$ cat src/rtl/sdo_pkg.sv
// Shared constants for the sigma-delta overload detector.
// Assumes the filter order is either ORDER_MIN or ORDER_MAX.
package sdo_pkg;
    localparam int ORDER_MIN = 3;
    localparam int ORDER_MAX = 4;

    // Accumulator width that holds D^ORDER_MAX without loss for D = 2^max_dlog.
    function automatic int acc_width(input int max_dlog);
        return ORDER_MAX * max_dlog + 1;
    endfunction
endpackage

$ cat src/rtl/sdo_integ.sv
// Integrator cascade of the coarse sinc filter. Every stage adds the freshly
// updated value of the stage before it, so there is no pipeline delay in the
// sample domain. Wrap-around arithmetic is intended: the comb section undoes it.
// Assumes ACC_W is wide enough for the largest D^order.
module sdo_integ #(
    parameter int ACC_W  = 21,
    parameter int STAGES = sdo_pkg::ORDER_MAX
) (
    input  logic             clk,
    input  logic             rst_n,
    input  logic             clear,
    input  logic             step,
    input  logic             din,
    input  logic             ord4,
    output logic [ACC_W-1:0] x_out
);
    for (genvar j = 0; j < STAGES; j++) begin : g_st
        logic [ACC_W-1:0] acc;
        logic [ACC_W-1:0] nv;
        if (j == 0) begin : g_first
            assign nv = acc + ACC_W'(din);
        end else begin : g_next
            assign nv = acc + g_st[j-1].nv;
        end
        // Accumulate one accepted bit; cleared on reset or disable.
        always_ff @(posedge clk) begin
            if (!rst_n || clear) acc <= '0;
            else if (step)       acc <= nv;
        end
    end

    // Tap the last stage that the selected order uses.
    assign x_out = ord4 ? g_st[STAGES-1].nv : g_st[STAGES-2].nv;
endmodule

$ cat src/rtl/sdo_comb.sv
// Comb (differentiator) cascade run at the decimated rate, then scaling to an
// OUT_W-bit unsigned word with saturation at full density. Full scale D^order
// maps to 2^OUT_W, which is clipped to all ones.
// Assumes tick is never high in two adjacent cycles.
module sdo_comb #(
    parameter int ACC_W    = 21,
    parameter int STAGES   = sdo_pkg::ORDER_MAX,
    parameter int OUT_W    = 16,
    parameter int KW       = 3
) (
    input  logic             clk,
    input  logic             rst_n,
    input  logic             clear,
    input  logic             tick,
    input  logic [ACC_W-1:0] x_in,
    input  logic             ord4,
    input  logic [KW-1:0]    klog,
    output logic [OUT_W-1:0] data,
    output logic             valid
);
    localparam int SW = ACC_W + OUT_W;

    for (genvar j = 0; j < STAGES; j++) begin : g_st
        logic [ACC_W-1:0] dly;
        logic [ACC_W-1:0] cv;
        logic [ACC_W-1:0] src;
        if (j == 0) begin : g_first
            assign src = x_in;
        end else begin : g_next
            assign src = g_st[j-1].cv;
        end
        assign cv = src - dly;
        // Hold the previous decimated input of this stage.
        always_ff @(posedge clk) begin
            if (!rst_n || clear) dly <= '0;
            else if (tick)       dly <= src;
        end
    end

    logic [ACC_W-1:0] raw;
    logic [7:0]       tot;
    logic [SW-1:0]    wide;
    logic [OUT_W-1:0] scaled;

    assign raw = ord4 ? g_st[STAGES-1].cv : g_st[STAGES-2].cv;
    assign tot = (ord4 ? 8'(sdo_pkg::ORDER_MAX) : 8'(sdo_pkg::ORDER_MIN)) * 8'(klog);

    // Align the gain D^order onto 2^OUT_W and saturate the top code.
    always_comb begin
        if (tot <= 8'(OUT_W)) wide = SW'(raw) << (8'(OUT_W) - tot);
        else                  wide = SW'(raw) >> (tot - 8'(OUT_W));
        scaled = (|wide[SW-1:OUT_W]) ? '1 : wide[OUT_W-1:0];
    end

    // Register the decimated output and its strobe.
    always_ff @(posedge clk) begin
        if (!rst_n) begin
            data  <= '0;
            valid <= 1'b0;
        end else begin
            valid <= tick && !clear;
            if (tick) data <= scaled;
        end
    end
endmodule

$ cat src/rtl/sdo_window.sv
// Window comparator with settling guard, sticky flag and trip pulse.
// The first ORDER outputs after enable are ignored. A violation outranks a
// clear in the same cycle. Assumes valid is a one-cycle strobe.
module sdo_window #(
    parameter int OUT_W = 16
) (
    input  logic             clk,
    input  logic             rst_n,
    input  logic             en,
    input  logic             ord4,
    input  logic             valid,
    input  logic [OUT_W-1:0] data,
    input  logic [OUT_W-1:0] lim_lo,
    input  logic [OUT_W-1:0] lim_hi,
    input  logic             clr,
    output logic             flag,
    output logic             trip
);
    logic [2:0] settle;
    logic [2:0] target;
    logic       armed;
    logic       viol;

    assign target = ord4 ? 3'(sdo_pkg::ORDER_MAX) : 3'(sdo_pkg::ORDER_MIN);
    assign armed  = (settle == target);
    assign viol   = en && valid && armed && ((data < lim_lo) || (data > lim_hi));

    // Count outputs since enable until the filter has settled.
    always_ff @(posedge clk) begin
        if (!rst_n || !en)        settle <= '0;
        else if (valid && !armed) settle <= settle + 3'd1;
    end

    // Sticky flag with set priority; trip only on the first violation.
    always_ff @(posedge clk) begin
        if (!rst_n) begin
            flag <= 1'b0;
            trip <= 1'b0;
        end else begin
            trip <= viol && !flag;
            flag <= (flag && !clr) || viol;
        end
    end
endmodule

$ cat src/rtl/sdo_limit_detect.sv
// Top of the overload detector: decimation counter, integrators, combs and
// window logic for one modulator channel. Configuration inputs are expected to
// change only while en is low.
module sdo_limit_detect #(
    parameter int OUT_W    = 16,
    parameter int MAX_DLOG = 5,
    parameter int KW       = $clog2(MAX_DLOG + 1)
) (
    input  logic             clk,
    input  logic             rst_n,
    input  logic             en,
    input  logic             mod_valid,
    input  logic             mod_bit,
    input  logic [KW-1:0]    dec_sel,
    input  logic             order_sel,
    input  logic [OUT_W-1:0] lim_lo,
    input  logic [OUT_W-1:0] lim_hi,
    input  logic             ovl_clr,
    output logic [OUT_W-1:0] samp_data,
    output logic             samp_valid,
    output logic             ovl_flag,
    output logic             trip,
    output logic             irq
);
    localparam int ACC_W = sdo_pkg::acc_width(MAX_DLOG);

    logic [KW-1:0]       klog;
    logic [MAX_DLOG-1:0] dmask;
    logic [MAX_DLOG-1:0] phase;
    logic                step;
    logic                tick;
    logic [ACC_W-1:0]    integ_x;

    // Clamp the ratio selector into the supported range.
    always_comb begin
        if (dec_sel == '0)                 klog = KW'(1);
        else if (dec_sel > KW'(MAX_DLOG))  klog = KW'(MAX_DLOG);
        else                               klog = dec_sel;
    end

    assign dmask = (MAX_DLOG'(1) << klog) - MAX_DLOG'(1);
    assign step  = en && mod_valid;
    assign tick  = step && (phase == dmask);

    // Position within the current decimation period.
    always_ff @(posedge clk) begin
        if (!rst_n || !en) phase <= '0;
        else if (step)     phase <= tick ? '0 : phase + MAX_DLOG'(1);
    end

    sdo_integ #(.ACC_W(ACC_W), .STAGES(sdo_pkg::ORDER_MAX)) u_integ (
        .clk   (clk),
        .rst_n (rst_n),
        .clear (!en),
        .step  (step),
        .din   (mod_bit),
        .ord4  (order_sel),
        .x_out (integ_x)
    );

    sdo_comb #(.ACC_W(ACC_W), .STAGES(sdo_pkg::ORDER_MAX), .OUT_W(OUT_W), .KW(KW)) u_comb (
        .clk   (clk),
        .rst_n (rst_n),
        .clear (!en),
        .tick  (tick),
        .x_in  (integ_x),
        .ord4  (order_sel),
        .klog  (klog),
        .data  (samp_data),
        .valid (samp_valid)
    );

    sdo_window #(.OUT_W(OUT_W)) u_win (
        .clk    (clk),
        .rst_n  (rst_n),
        .en     (en),
        .ord4   (order_sel),
        .valid  (samp_valid),
        .data   (samp_data),
        .lim_lo (lim_lo),
        .lim_hi (lim_hi),
        .clr    (ovl_clr),
        .flag   (ovl_flag),
        .trip   (trip)
    );

    assign irq = ovl_flag;
endmodule

$ cat config.mk
export PLATFORM = sky130hd
export DESIGN_NAME = sdo_limit_detect
export DESIGN_NICKNAME = d
export VERILOG_FILES = /design/src/rtl/sdo_pkg.sv /design/src/rtl/sdo_integ.sv /design/src/rtl/sdo_comb.sv /design/src/rtl/sdo_window.sv /design/src/rtl/sdo_limit_detect.sv
export SDC_FILE = /design/constraint.sdc
export NUM_CORES = 1
export LEC_CHECK = 0
export BUFFER_PORTS_ARGS = -buffer_cell sky130_fd_sc_hd__buf_2
export CORE_MARGIN = 10
export CORE_UTILIZATION = 60
export DETAILED_ROUTE_END_ITERATION = 7
export PLACE_DENSITY_LB_ADDON = 0.15
export SYNTH_ARGS = -nofsm -noshare
export SYNTH_HDL_FRONTEND = slang
export SYNTH_SLANG_ARGS = --single-unit
$ cat constraint.sdc
create_clock -name clk -period 16.2 [get_ports clk]
set_input_delay 1.62 -clock clk [delete_from_list [all_inputs] [get_ports clk]]
set_output_delay 1.62 -clock clk [all_outputs]
set_load 0.01 [all_outputs]
==> impl_metrics.yaml, run 1 <==
synthesis:
  synthDistinctLibCells: 90
  dominantRegCellSynth: "sky130_fd_sc_hd__dfxtp_1"
  postSynthAreaPerCell_um2: 7.449
  synthesis.instances: 2489
  synth_enable_flop_cells: 0
  synth_warnings: 0
  part_of_the_yosys_area_used_for_sequential_elements_pct: 21.06
  synthesis.nets: 2733
  asyncSetResetFlopFracSynth_pct: 0
  postSynthRegisterBits: 195
  area_of_the_mapped_netlist_mm2: 0.01854
floorplan:
  die_height_um: 195.8
  initial_utilization_pct: 60.77
  std_cell_rows: 64
  die_x_um: 195.8
  core_mm2: 0.03051
  overall_die_area_mm2: 0.03833
  boundaryPins: 62
timing:
  worst_clock_skew_on_the_final_layout_ns: 0.01677
  worst_hold_slack_ns: 0.4556
  min_period_ns: 13.80
  highest_attainable_clock_frequency_ghz: 0.07246
  relSlewSlack_pct: 24.40
  fin_setup_tns_ns: 0
  unrepaired_setup_endpoints_after_global_routing: "no"
  setup_viol: 0
  worstMarginPinSlew_ns: 1.127
  timing.final.hold_violations: 0
  finalMaxSlewViolations: 0
  final_min_period_over_clock_period_pct: 85.19
power_and_ir_drop:
  p_per_area_mw_per_mm2: 164.4
  power_frac_comb_pct: 71.6
  leakage_power_nw: 8.498
  share_seq_of_total_power_pct: 14.9
  power.share.switching_pct: 52.24
  clock_power_share_pct: 13.5
  peak_ir_drop_on_the_vdd_network_uv: 115.8
  power.total_w: 0.003226
  power.net_switching_w: 0.001685
  intPower_w: 0.001541
worst_setup_path:
  startpoint_type: "primary input"
  timing.critical_path.mode_cell: "sky130_fd_sc_hd__ha_1"
  slowest_delay_ns: 0.69
  reg2reg_depth: 57
  ff2ff_setup_slack_ns: 3.35
  critical_path.slowest_cell: "sky130_fd_sc_hd__a2111oi_0"
  cp.arrival_ns: 14.18
  critical_path_peak_fanout: 16
  r2r_start: "u_integ.g_st[0].acc[0]"
  timing.critical_path.required_ns: 16.58
  path_class: "in2reg"
  critical_path.reg2reg.endpoint: "u_comb.data[12]"
  endpoint_kind: "flip-flop"
cells_and_area:
  fraction_of_final_layout_cells_sized_beyond_drive_strength_1_pct: 6.723
  fin_area_mm2: 0.01962
  flow.area_growth_from_synthesis_pct: 5.824
  num_antenna_cells: 0
  design.final.nets: 2715
clock_network:
  buffer_cell_driving_the_clock_tree_root: "sky130_fd_sc_hd__clkbuf_16"
  clock_latency_ns: 0.46
  postCtsResizedCells: 0
  cts_hold_repair.buffers: 0
  postCtsSetupBuffers: 0
  cts_tree: "yes"
  maximum_buffer_depth_of_the_clock_tree: 2
  clk_sink_count: 195
  cts_buffers: 17
  h-tree-depth: 4
  cts.reportedPaths.clkPinSlew_ns: 0.08
worst_hold_path:
  whs_path_depth: 2
  worstHoldEndpoint: "u_comb.g_st[1].dly[9]"
  worst_hold_path_type: "reg2reg"
  hold_crit_start: "u_comb.g_st[1].dly[9]"
status:
  run_status: "complete, no violations"
detailed_routing:
  viasPerCell: 6.185
  drt_pass1_iterations: 6
  detail_route.drc_violations: 0
  wl_per_cell_um: 17.93
  vias: 17810
  drt-total-wl_mm: 51.64
  ant_nets: 0
  drt_first_iter_violations: 1427
placed_design:
  finalWeightedCongestion: 1.020
  place.detailed.hpwl_mm: 38.85
  placement.cell_area_mm2: 0.01903
  port_buffers: 61
grt:
  global_route_wire_length_before_repair_mm: 85.30
  grt_antenna_before_repair: 0
  grt_start_max_net_pins: 94
  grt.total_usage_pct: 26.09
  first_global_vias: 17350
  gr-total-overflow: 0
job:
  maxCapViolations: 0
## worst max path at each step
stage | depth (start not counted) | slack [ns] | from | to
4_1_cts | 58 | 2.52 | mod_bit | u_comb.data[15]
5_1_grt | 58 | 1.17 | mod_bit | u_comb.data[9]
3_3_place_gp | 56 | 2.63 | mod_bit | u_comb.data[1]
2_1_floorplan | 58 | 3.69 | mod_bit | u_comb.data[10]
6_report | 58 | 2.40 | mod_bit | u_comb.data[12]
3_5_place_dp | 58 | 2.09 | mod_bit | u_comb.data[13]
## state kept, by name (all words and copies together), names as in the netlist
signal            count
u_win.settle          3
u_integ.g_st.acc     84
u_comb.data          16
u_comb.g_st.dly      84
u_comb.valid          1
phase                 5
u_win.trip            1
u_win.flag            1
## worst max-delay path, delay by kind of cell
family | cells | cell delay, ns
simple gates | 13 | 1.75
mux | 1 | 0.30
fa+ha+maj | 9 | 3.03
xor+xnor | 6 | 1.02
buf+inv | 2 | 0.23
compound gates | 27 | 6.20
## logic make-up (layout without fill, tap and decap cells)
kind of cell / after synthesis / in the layout / share of synthesized area [%]
and+or+nand+nor: 843 / 843 / 20.61
AOI/OAI and AO/OA: 698 / 698 / 24.92
buffers and inverters: 291 / 286 / 6.053
adders and majority gates: 202 / 202 / 14.00
DFF: 195 / 195 / 21.06
xor gates and xnor gates: 158 / 158 / 7.619
muxes: 102 / 102 / 5.743
## per-stage QoR
stage	worst slack [ns]	utilization (%)	cells
global placement	2.629	62.38	2848
CTS	2.520	64.31	2880
finish	2.400	64.31	2880
detailed placement	2.092	62.38	2848
global route	1.171	64.31	2880
floorplan	3.693	-	2489
## synthesized netlist by cell type (6+ instances only)
cell type	instances	share of area (%)
sky130_fd_sc_hd__nor2b_1	21	0.71
sky130_fd_sc_hd__a21boi_0	13	0.53
sky130_fd_sc_hd__inv_1	172	3.5
sky130_fd_sc_hd__nand2b_1	36	1.2
sky130_fd_sc_hd__a2111oi_0	6	0.28
sky130_fd_sc_hd__dfxtp_1	195	21
sky130_fd_sc_hd__nor4_1	15	0.51
sky130_fd_sc_hd__nand3_1	36	0.97
sky130_fd_sc_hd__a41oi_1	9	0.43
sky130_fd_sc_hd__nor2_1	296	6.0
sky130_fd_sc_hd__buf_1	14	0.28
sky130_fd_sc_hd__or2_2	16	0.54
sky130_fd_sc_hd__a22o_1	8	0.38
sky130_fd_sc_hd__nand4_1	14	0.47
sky130_fd_sc_hd__o211ai_1	27	1.1
sky130_fd_sc_hd__nor3_1	49	1.3
sky130_fd_sc_hd__xor2_1	73	3.4
sky130_fd_sc_hd__a22oi_1	15	0.61
sky130_fd_sc_hd__o21ai_0	116	3.1
sky130_fd_sc_hd__a21oi_1	194	5.2
sky130_fd_sc_hd__and3_1	22	0.74
sky130_fd_sc_hd__o31ai_1	16	0.65
sky130_fd_sc_hd__o31a_1	11	0.52
sky130_fd_sc_hd__a211o_1	8	0.38
sky130_fd_sc_hd__xnor2_1	83	3.9
sky130_fd_sc_hd__o211a_1	6	0.32
sky130_fd_sc_hd__a221oi_1	8	0.38
sky130_fd_sc_hd__mux2i_1	85	4.6
sky130_fd_sc_hd__fa_1	9	0.97
sky130_fd_sc_hd__o21bai_1	16	0.65
sky130_fd_sc_hd__ha_1	193	13
sky130_fd_sc_hd__buf_2	6	0.16
sky130_fd_sc_hd__o2111ai_1	9	0.43
sky130_fd_sc_hd__nand2_1	271	5.5
sky130_fd_sc_hd__clkbuf_1	91	1.8
sky130_fd_sc_hd__a31oi_1	36	1.2
sky130_fd_sc_hd__a21o_1	39	1.6
sky130_fd_sc_hd__mux2_2	15	0.91
sky130_fd_sc_hd__or3_1	26	0.88
sky130_fd_sc_hd__and2_1	14	0.47
sky130_fd_sc_hd__a211oi_1	49	2.0
sky130_fd_sc_hd__o22ai_1	16	0.54
sky130_fd_sc_hd__o21a_1	34	1.4
## cell type report
class                   count  area [um^2]
fillers                  2739        10890
clock buffers              17        425.4
repair buffers             78        435.4
well taps                 396        495.5
inverters                 176        660.6
clock inverters            15        163.9
multi-input cells        2003        13540
flip-flops and latches    195         3904
## power by group through the flow
| stage | combinational (W) | sequential, W | clock (W) |
|---|---|---|---|
| after floorplan | 0.00170 | 0.000492 | 0 |
| after global placement | 0.00222 | 0.000493 | 0 |
| after detailed placement | 0.00223 | 0.000493 | 0 |
| after CTS | 0.00224 | 0.000481 | 0.000441 |
| after global routing | 0.00250 | 0.000482 | 0.000461 |
| final | 0.00231 | 0.000481 | 0.000436 |
## layer usage
| layer | wire [um] | global-route usage [%] | part of all wire, % | up-vias |
|---|---|---|---|---|
| met1 | 21630 | 30.62 | 42 | 8365 |
| met4 | 1681 | 10.10 | 3.3 | 0 |
| met5 | 0 | 0 | 0 | - |
| met2 | 25790 | 46.96 | 50 | 504 |
| li1 | - | - | - | 8835 |
| met3 | 2538 | 3.461 | 4.9 | 110 |
## placed cells by master, fill, tap and decap left out, types with 27 or more instances in the layout
cell type / count
sky130_fd_sc_hd__xor2_1: 73
sky130_fd_sc_hd__a211oi_1: 49
sky130_fd_sc_hd__nand3_1: 36
sky130_fd_sc_hd__o21a_1: 34
sky130_fd_sc_hd__inv_1: 172
sky130_fd_sc_hd__xnor2_1: 83
sky130_fd_sc_hd__nand2_1: 270
sky130_fd_sc_hd__ha_1: 193
sky130_fd_sc_hd__a31oi_1: 36
sky130_fd_sc_hd__o211ai_1: 27
sky130_fd_sc_hd__a21oi_1: 194
sky130_fd_sc_hd__nand2b_1: 36
sky130_fd_sc_hd__nor2_1: 296
sky130_fd_sc_hd__o21ai_0: 116
sky130_fd_sc_hd__dfxtp_1: 195
sky130_fd_sc_hd__buf_2: 60
sky130_fd_sc_hd__nor3_1: 48
sky130_fd_sc_hd__mux2i_1: 85
sky130_fd_sc_hd__a21o_1: 39
No activity file was read; power rests on OpenSTA's default activity.
==> run 2, diff against run 1 <==
--- a/config.mk
+++ b/config.mk
@@ -5,6 +5,7 @@
 export SDC_FILE = /design/constraint.sdc
 export NUM_CORES = 1
 export LEC_CHECK = 0
+export ABC_AREA = 1
 export BUFFER_PORTS_ARGS = -buffer_cell sky130_fd_sc_hd__buf_2
 export CORE_MARGIN = 10
 export CORE_UTILIZATION = 60
==> impl_metrics.yaml, run 2 <==
synthesis:
  dominantRegCellSynth: "sky130_fd_sc_hd__dfxtp_1"
  netlist_top_cells_area: "sky130_fd_sc_hd__dfxtp_1 22%, sky130_fd_sc_hd__ha_1 13%, sky130_fd_sc_hd__nand2_1 12%"
  yosysTopAreaCellShare_pct: 21.68
  asyncSetResetFlopFracSynth_pct: 0
  area_of_the_mapped_netlist_mm2: 0.01801
  postSynthAreaPerCell_um2: 6.490
  postSynthRegisterBits: 195
  most_used_standard_cells_in_the_synthesized_netlist: "579 x sky130_fd_sc_hd__nand2_1, 399 x sky130_fd_sc_hd__inv_1, 257 x sky130_fd_sc_hd__o21ai_0"
  synth_warnings: 0
  synth_largest_area_cell: "sky130_fd_sc_hd__dfxtp_1"
  part_of_the_yosys_area_used_for_sequential_elements_pct: 21.68
  synthDistinctLibCells: 67
  synth_enable_flop_cells: 0
  synth.most_common_cell: "sky130_fd_sc_hd__nand2_1"
  synthesis.nets: 3019
  synthesis.instances: 2775
timing:
  setup_ws_ns: 3.660
  worst_clock_skew_on_the_final_layout_ns: 0.01553
  min_period_ns: 12.54
  worstMarginPinSlew_ns: 1.063
  relSlewSlack_pct: 28.73
  finalMaxSlewViolations: 0
  timing.final.hold_violations: 0
  unrepaired_setup_endpoints_after_global_routing: "no"
  final_min_period_over_clock_period_pct: 77.41
  setup_viol: 0
  fin_setup_tns_ns: 0
  highest_attainable_clock_frequency_ghz: 0.07975
cells_and_area:
  layout_commonest_cell: "sky130_fd_sc_hd__nand2_1"
  num_antenna_cells: 0
  flow.area_growth_from_synthesis_pct: 6.246
  design.final.nets: 3018
  top_regs: "u_comb.g_st.dly: 84 flops, u_integ.g_st.acc: 84 flops, u_comb.data: 16 flops"
  fraction_of_final_layout_cells_sized_beyond_drive_strength_1_pct: 6.351
  mostFrequentLayoutCells: "576 x sky130_fd_sc_hd__nand2_1, 399 x sky130_fd_sc_hd__inv_1, 257 x sky130_fd_sc_hd__o21ai_0, 207 x sky130_fd_sc_hd__nor2_1"
floorplan:
  die_height_um: 193.2
  core_mm2: 0.02964
  die_x_um: 193.2
  overall_die_area_mm2: 0.03734
  boundaryPins: 62
  initial_utilization_pct: 60.76
  std_cell_rows: 63
grt:
  grt_start_max_net_pins: 82
  grt.total_usage_pct: 25.34
  gr-total-overflow: 0
  grt_antenna_before_repair: 0
  first_global_vias: 16700
  global_route_wire_length_before_repair_mm: 81.02
clock_network:
  cts_buffers: 17
  cts.reportedPaths.clkPinSlew_ns: 0.07
  buffer_cell_driving_the_clock_tree_root: "sky130_fd_sc_hd__clkbuf_16"
  clock_latency_ns: 0.46
  h-tree-depth: 4
  cts_tree: "yes"
  cts_hold_repair.buffers: 0
  postCtsResizedCells: 0
  clk_sink_count: 195
  postCtsSetupBuffers: 0
  maximum_buffer_depth_of_the_clock_tree: 2
worst_setup_path:
  timing.critical_path.mode_cell: "sky130_fd_sc_hd__nand2_1"
  timing.critical_path.buf_inv: 7
  cpLargestDelayFamily: "simple AND/OR/NAND/NOR gates"
  cp.arrival_ns: 12.90
  startpoint_type: "primary input"
  endpoint_kind: "flip-flop"
  timing.critical_path.required_ns: 16.56
  critical_path_peak_fanout: 16
  critical_path.slowest_cell: "sky130_fd_sc_hd__o21bai_4"
  slowest_delay_ns: 0.42
  path_class: "in2reg"
  cp_num_cells: 69
  reg2reg_depth: 68
worst_hold_path:
  worst_hold_path_type: "reg2reg"
  whs_path_depth: 2
status:
  run_status: "complete, no violations"
detailed_routing:
  detail_route.drc_violations: 0
  wl_per_cell_um: 15.51
  viasPerCell: 5.625
  ant_nets: 0
  vias: 17870
  drt_first_iter_violations: 1292
  drt-total-wl_mm: 49.28
  drt_pass1_iterations: 6
placed_design:
  preCtsSetupSlack_ns: 3.363
  place.detailed.hpwl_mm: 37.67
  finalWeightedCongestion: 0.9521
  port_buffers: 61
job:
  maxCapViolations: 0
## run 2: cell count changes in the layout (fill, tap and decap cells not counted), sizes merged, moves of 30 or more
cell / delta
o21ai: +155
nand2b: -36
nand2: +322
nor2: -81
nand3: +188
xnor2: -49
inv: +232
nor3: -30
a21o: -32
xor2: +36
a211oi: -46
mux2i: -77
## run 2: layout make-up
cell class	count	area, um^2
Inverter	414	1554
Fill cell	2755	10510
Tap cell	390	488.0
Clock buffer	17	425.4
Sequential cell	195	3904
Timing Repair Buffer	76	417.9
Multi-Input combinational cell	2070	12160
Clock inverter	15	186.4
## run 2: metal layers
metal,vias up,part of all wire [%],track usage [%],routed length (um)
met5,-,0,0,0
li1,9115,-,-,-
met4,0,2.5,8.326,1233
met3,74,4.9,2.905,2391
met1,8187,47,33.60,23000
met2,495,46,41.86,22650
## run 2: worst paths after layout
check | startpoint | to | slack [ns]
min reg2reg | u_comb.g_st[0].dly[0] | u_comb.g_st[0].dly[0] | 0.47
max reg2reg | u_integ.g_st[0].acc[0] | u_comb.data[15] | 4.61
min | u_comb.g_st[0].dly[0] | u_comb.g_st[0].dly[0] | 0.47
max | mod_bit | u_comb.data[15] | 3.66
## run 2: kinds of logic after synthesis
group	share of synthesized area, %
and+or+nand+nor	26.94
AOI/OAI and AO/OA	18.64
buffers and inverters	10.94
adders and majority gates	14.41
DFF	21.68
xor gates and xnor gates	6.955
muxes	0.4447
## run 2: stage by stage
step | area [um^2] | hold WS, ns | utilization (%) | cells
after floorplan | 18010 | 0.4322 | - | 2775
after global placement | 18520 | 0.4442 | 62.49 | 3145
after detailed placement | 18520 | 0.4610 | 62.49 | 3145
after CTS | 19130 | 0.4790 | 64.56 | 3177
after global routing | 19130 | 0.4962 | 64.56 | 3177
final | 19130 | 0.4717 | 64.56 | 3177
## run 2: worst min-delay path, stage by stage, from the launching register on
cell and delay (ns):
sky130_fd_sc_hd__dfxtp_1 0.33, sky130_fd_sc_hd__nand2_1 0.05, sky130_fd_sc_hd__o21ai_0 0.06
Power of run 2 is not shown: default switching activity piles up to over one toggle a cycle in this logic, so the estimate is an artifact.
==> run 3, diff against run 2 <==
==> constraint.sdc (replaced) <==
create_clock -name clk -period 12.7 [get_ports clk]
set_input_delay 1.27 -clock clk [delete_from_list [all_inputs] [get_ports clk]]
set_output_delay 1.27 -clock clk [all_outputs]
set_load 0.01 [all_outputs]
==> impl_metrics.yaml, run 3 (same netlist as run 2, synthesis figures left out) <==
clock_network:
  cts_hold_repair.buffers: 0
  clock_latency_ns: 0.47
  cts.reportedPaths.clkPinSlew_ns: 0.08
  h-tree-depth: 4
  clk_sink_count: 195
  buffer_cell_driving_the_clock_tree_root: "sky130_fd_sc_hd__clkbuf_16"
  cts_tree: "yes"
  cts_buffers: 17
  maximum_buffer_depth_of_the_clock_tree: 2
detailed_routing:
  vias: 17860
  detail_route.drc_violations: 0
  drt_pass1_iterations: 5
  viasPerCell: 5.608
  ant_nets: 0
  drt_first_iter_violations: 1302
  wl_per_cell_um: 15.49
  drt-total-wl_mm: 49.31
worst_hold_path:
  whs_path_depth: 1
  worst_hold_path_type: "reg2reg"
  hold_crit_start: "u_win.flag"
  worstHoldEndpoint: "u_win.trip"
timing:
  worstMarginPinSlew_ns: 1.131
  unrepaired_setup_endpoints_after_global_routing: "no"
  timing.final.hold_violations: 0
  fin_setup_tns_ns: 0
  worst_clock_skew_on_the_final_layout_ns: 0.01480
  finalMaxSlewViolations: 0
  min_period_ns: 11.79
  setup_viol: 0
  relSlewSlack_pct: 24.15
  worst_hold_slack_ns: 0.4780
  final_min_period_over_clock_period_pct: 92.81
  highest_attainable_clock_frequency_ghz: 0.08484
placed_design:
  place.detailed.hpwl_mm: 37.66
  finalWeightedCongestion: 0.9599
  port_buffers: 61
floorplan:
  overall_die_area_mm2: 0.03734
  initial_utilization_pct: 60.76
  core_mm2: 0.02964
  std_cell_rows: 63
  boundaryPins: 62
  die_x_um: 193.2
  die_height_um: 193.2
worst_setup_path:
  critical_path.reg2reg.endpoint: "u_comb.data[8]"
  r2r_start: "u_integ.g_st[0].acc[0]"
  endpoint_kind: "flip-flop"
  cp.arrival_ns: 12.14
  timing.critical_path.mode_cell: "sky130_fd_sc_hd__nand2_1"
  reg2reg_depth: 61
  slowest_delay_ns: 0.54
  ff2ff_setup_slack_ns: 1.53
  startpoint_type: "primary input"
  critical_path.slowest_cell: "sky130_fd_sc_hd__xor2_1"
  critical_path_peak_fanout: 16
  timing.critical_path.required_ns: 13.06
  path_class: "in2reg"
  startpoint: "mod_bit"
grt:
  grt_start_max_net_pins: 82
  grt.total_usage_pct: 25.29
  global_route_wire_length_before_repair_mm: 81.01
  gr-total-overflow: 0
  grt_antenna_before_repair: 1
  first_global_vias: 16920
cells_and_area:
  design.final.nets: 3025
  num-fill-cells: 2767
  flow.area_growth_from_synthesis_pct: 6.767
  top_regs: "u_comb.g_st.dly: 84 flops, u_integ.g_st.acc: 84 flops, u_comb.data: 16 flops"
  multiInputGateArea_mm2: 0.01219
  mostFrequentLayoutCells: "576 x sky130_fd_sc_hd__nand2_1, 399 x sky130_fd_sc_hd__inv_1, 249 x sky130_fd_sc_hd__o21ai_0, 207 x sky130_fd_sc_hd__nor2_1"
  layout_commonest_cell: "sky130_fd_sc_hd__nand2_1"
  num_antenna_cells: 0
  fraction_of_final_layout_cells_sized_beyond_drive_strength_1_pct: 6.729
  regArea_mm2: 0.003904
job:
  maxCapViolations: 0
status:
  run_status: "complete, no violations"
==> run 3: final cells by class <==
cell class                 count  share of cell area, %
clock inverter                15                 0.9436
multi-input combinational   2070                  63.41
timing repair buffer          83                  2.512
inverter                     414                  8.082
tap                          390                  2.538
sequential                   195                  20.30
clock buffer                  17                  2.213
==> run 3: per-stage QoR <==
stage	area [um^2]	util, %	cells	setup slack [ns]
floorplan	18010	-	2775	2.158
global placement	18570	62.64	3151	0.6861
detailed placement	18570	62.64	3151	0.2906
CTS	19170	64.69	3183	0.7508
global route	19230	64.87	3184	0.03138
finish	19230	64.87	3184	0.9131
==> run 3: routing by layer <==
metal	vias up	global-route usage (%)	wire, um
li1	9130	-	-
met3	60	2.766	2341
met1	8261	33.21	23030
met5	-	0	0
met4	0	8.555	1262
met2	406	42.14	22680
==> run 3: what timing repair did <==
action,4_1_cts,5_1_grt
gates resized for setup,0,13
setup buffers,0,1
endpoints found under the setup margin,0,16
==> run 3: worst max-delay path, delay by kind of cell <==
family                   cells  cell delay, ns
buffers and inverters        7            0.49
adder cells (fa/ha/maj)      9            3.17
AND/OR/NAND/NOR             25            2.86
XOR/XNOR                     6            1.65
AO/OA/AOI/OAI               15            2.70
==> run 3: how the worst max path moves through the flow <==
stage / endpoint / slack, ns / cells past startpoint
after floorplan: u_comb.data[13] / 2.16 / 67
after global placement: u_comb.data[15] / 0.69 / 66
after detailed placement: u_comb.data[1] / 0.29 / 68
after CTS: u_comb.data[9] / 0.75 / 68
after global routing: u_comb.data[2] / 0.03 / 73
final: u_comb.data[8] / 0.91 / 62
Power of run 3 is left out for the same reason.
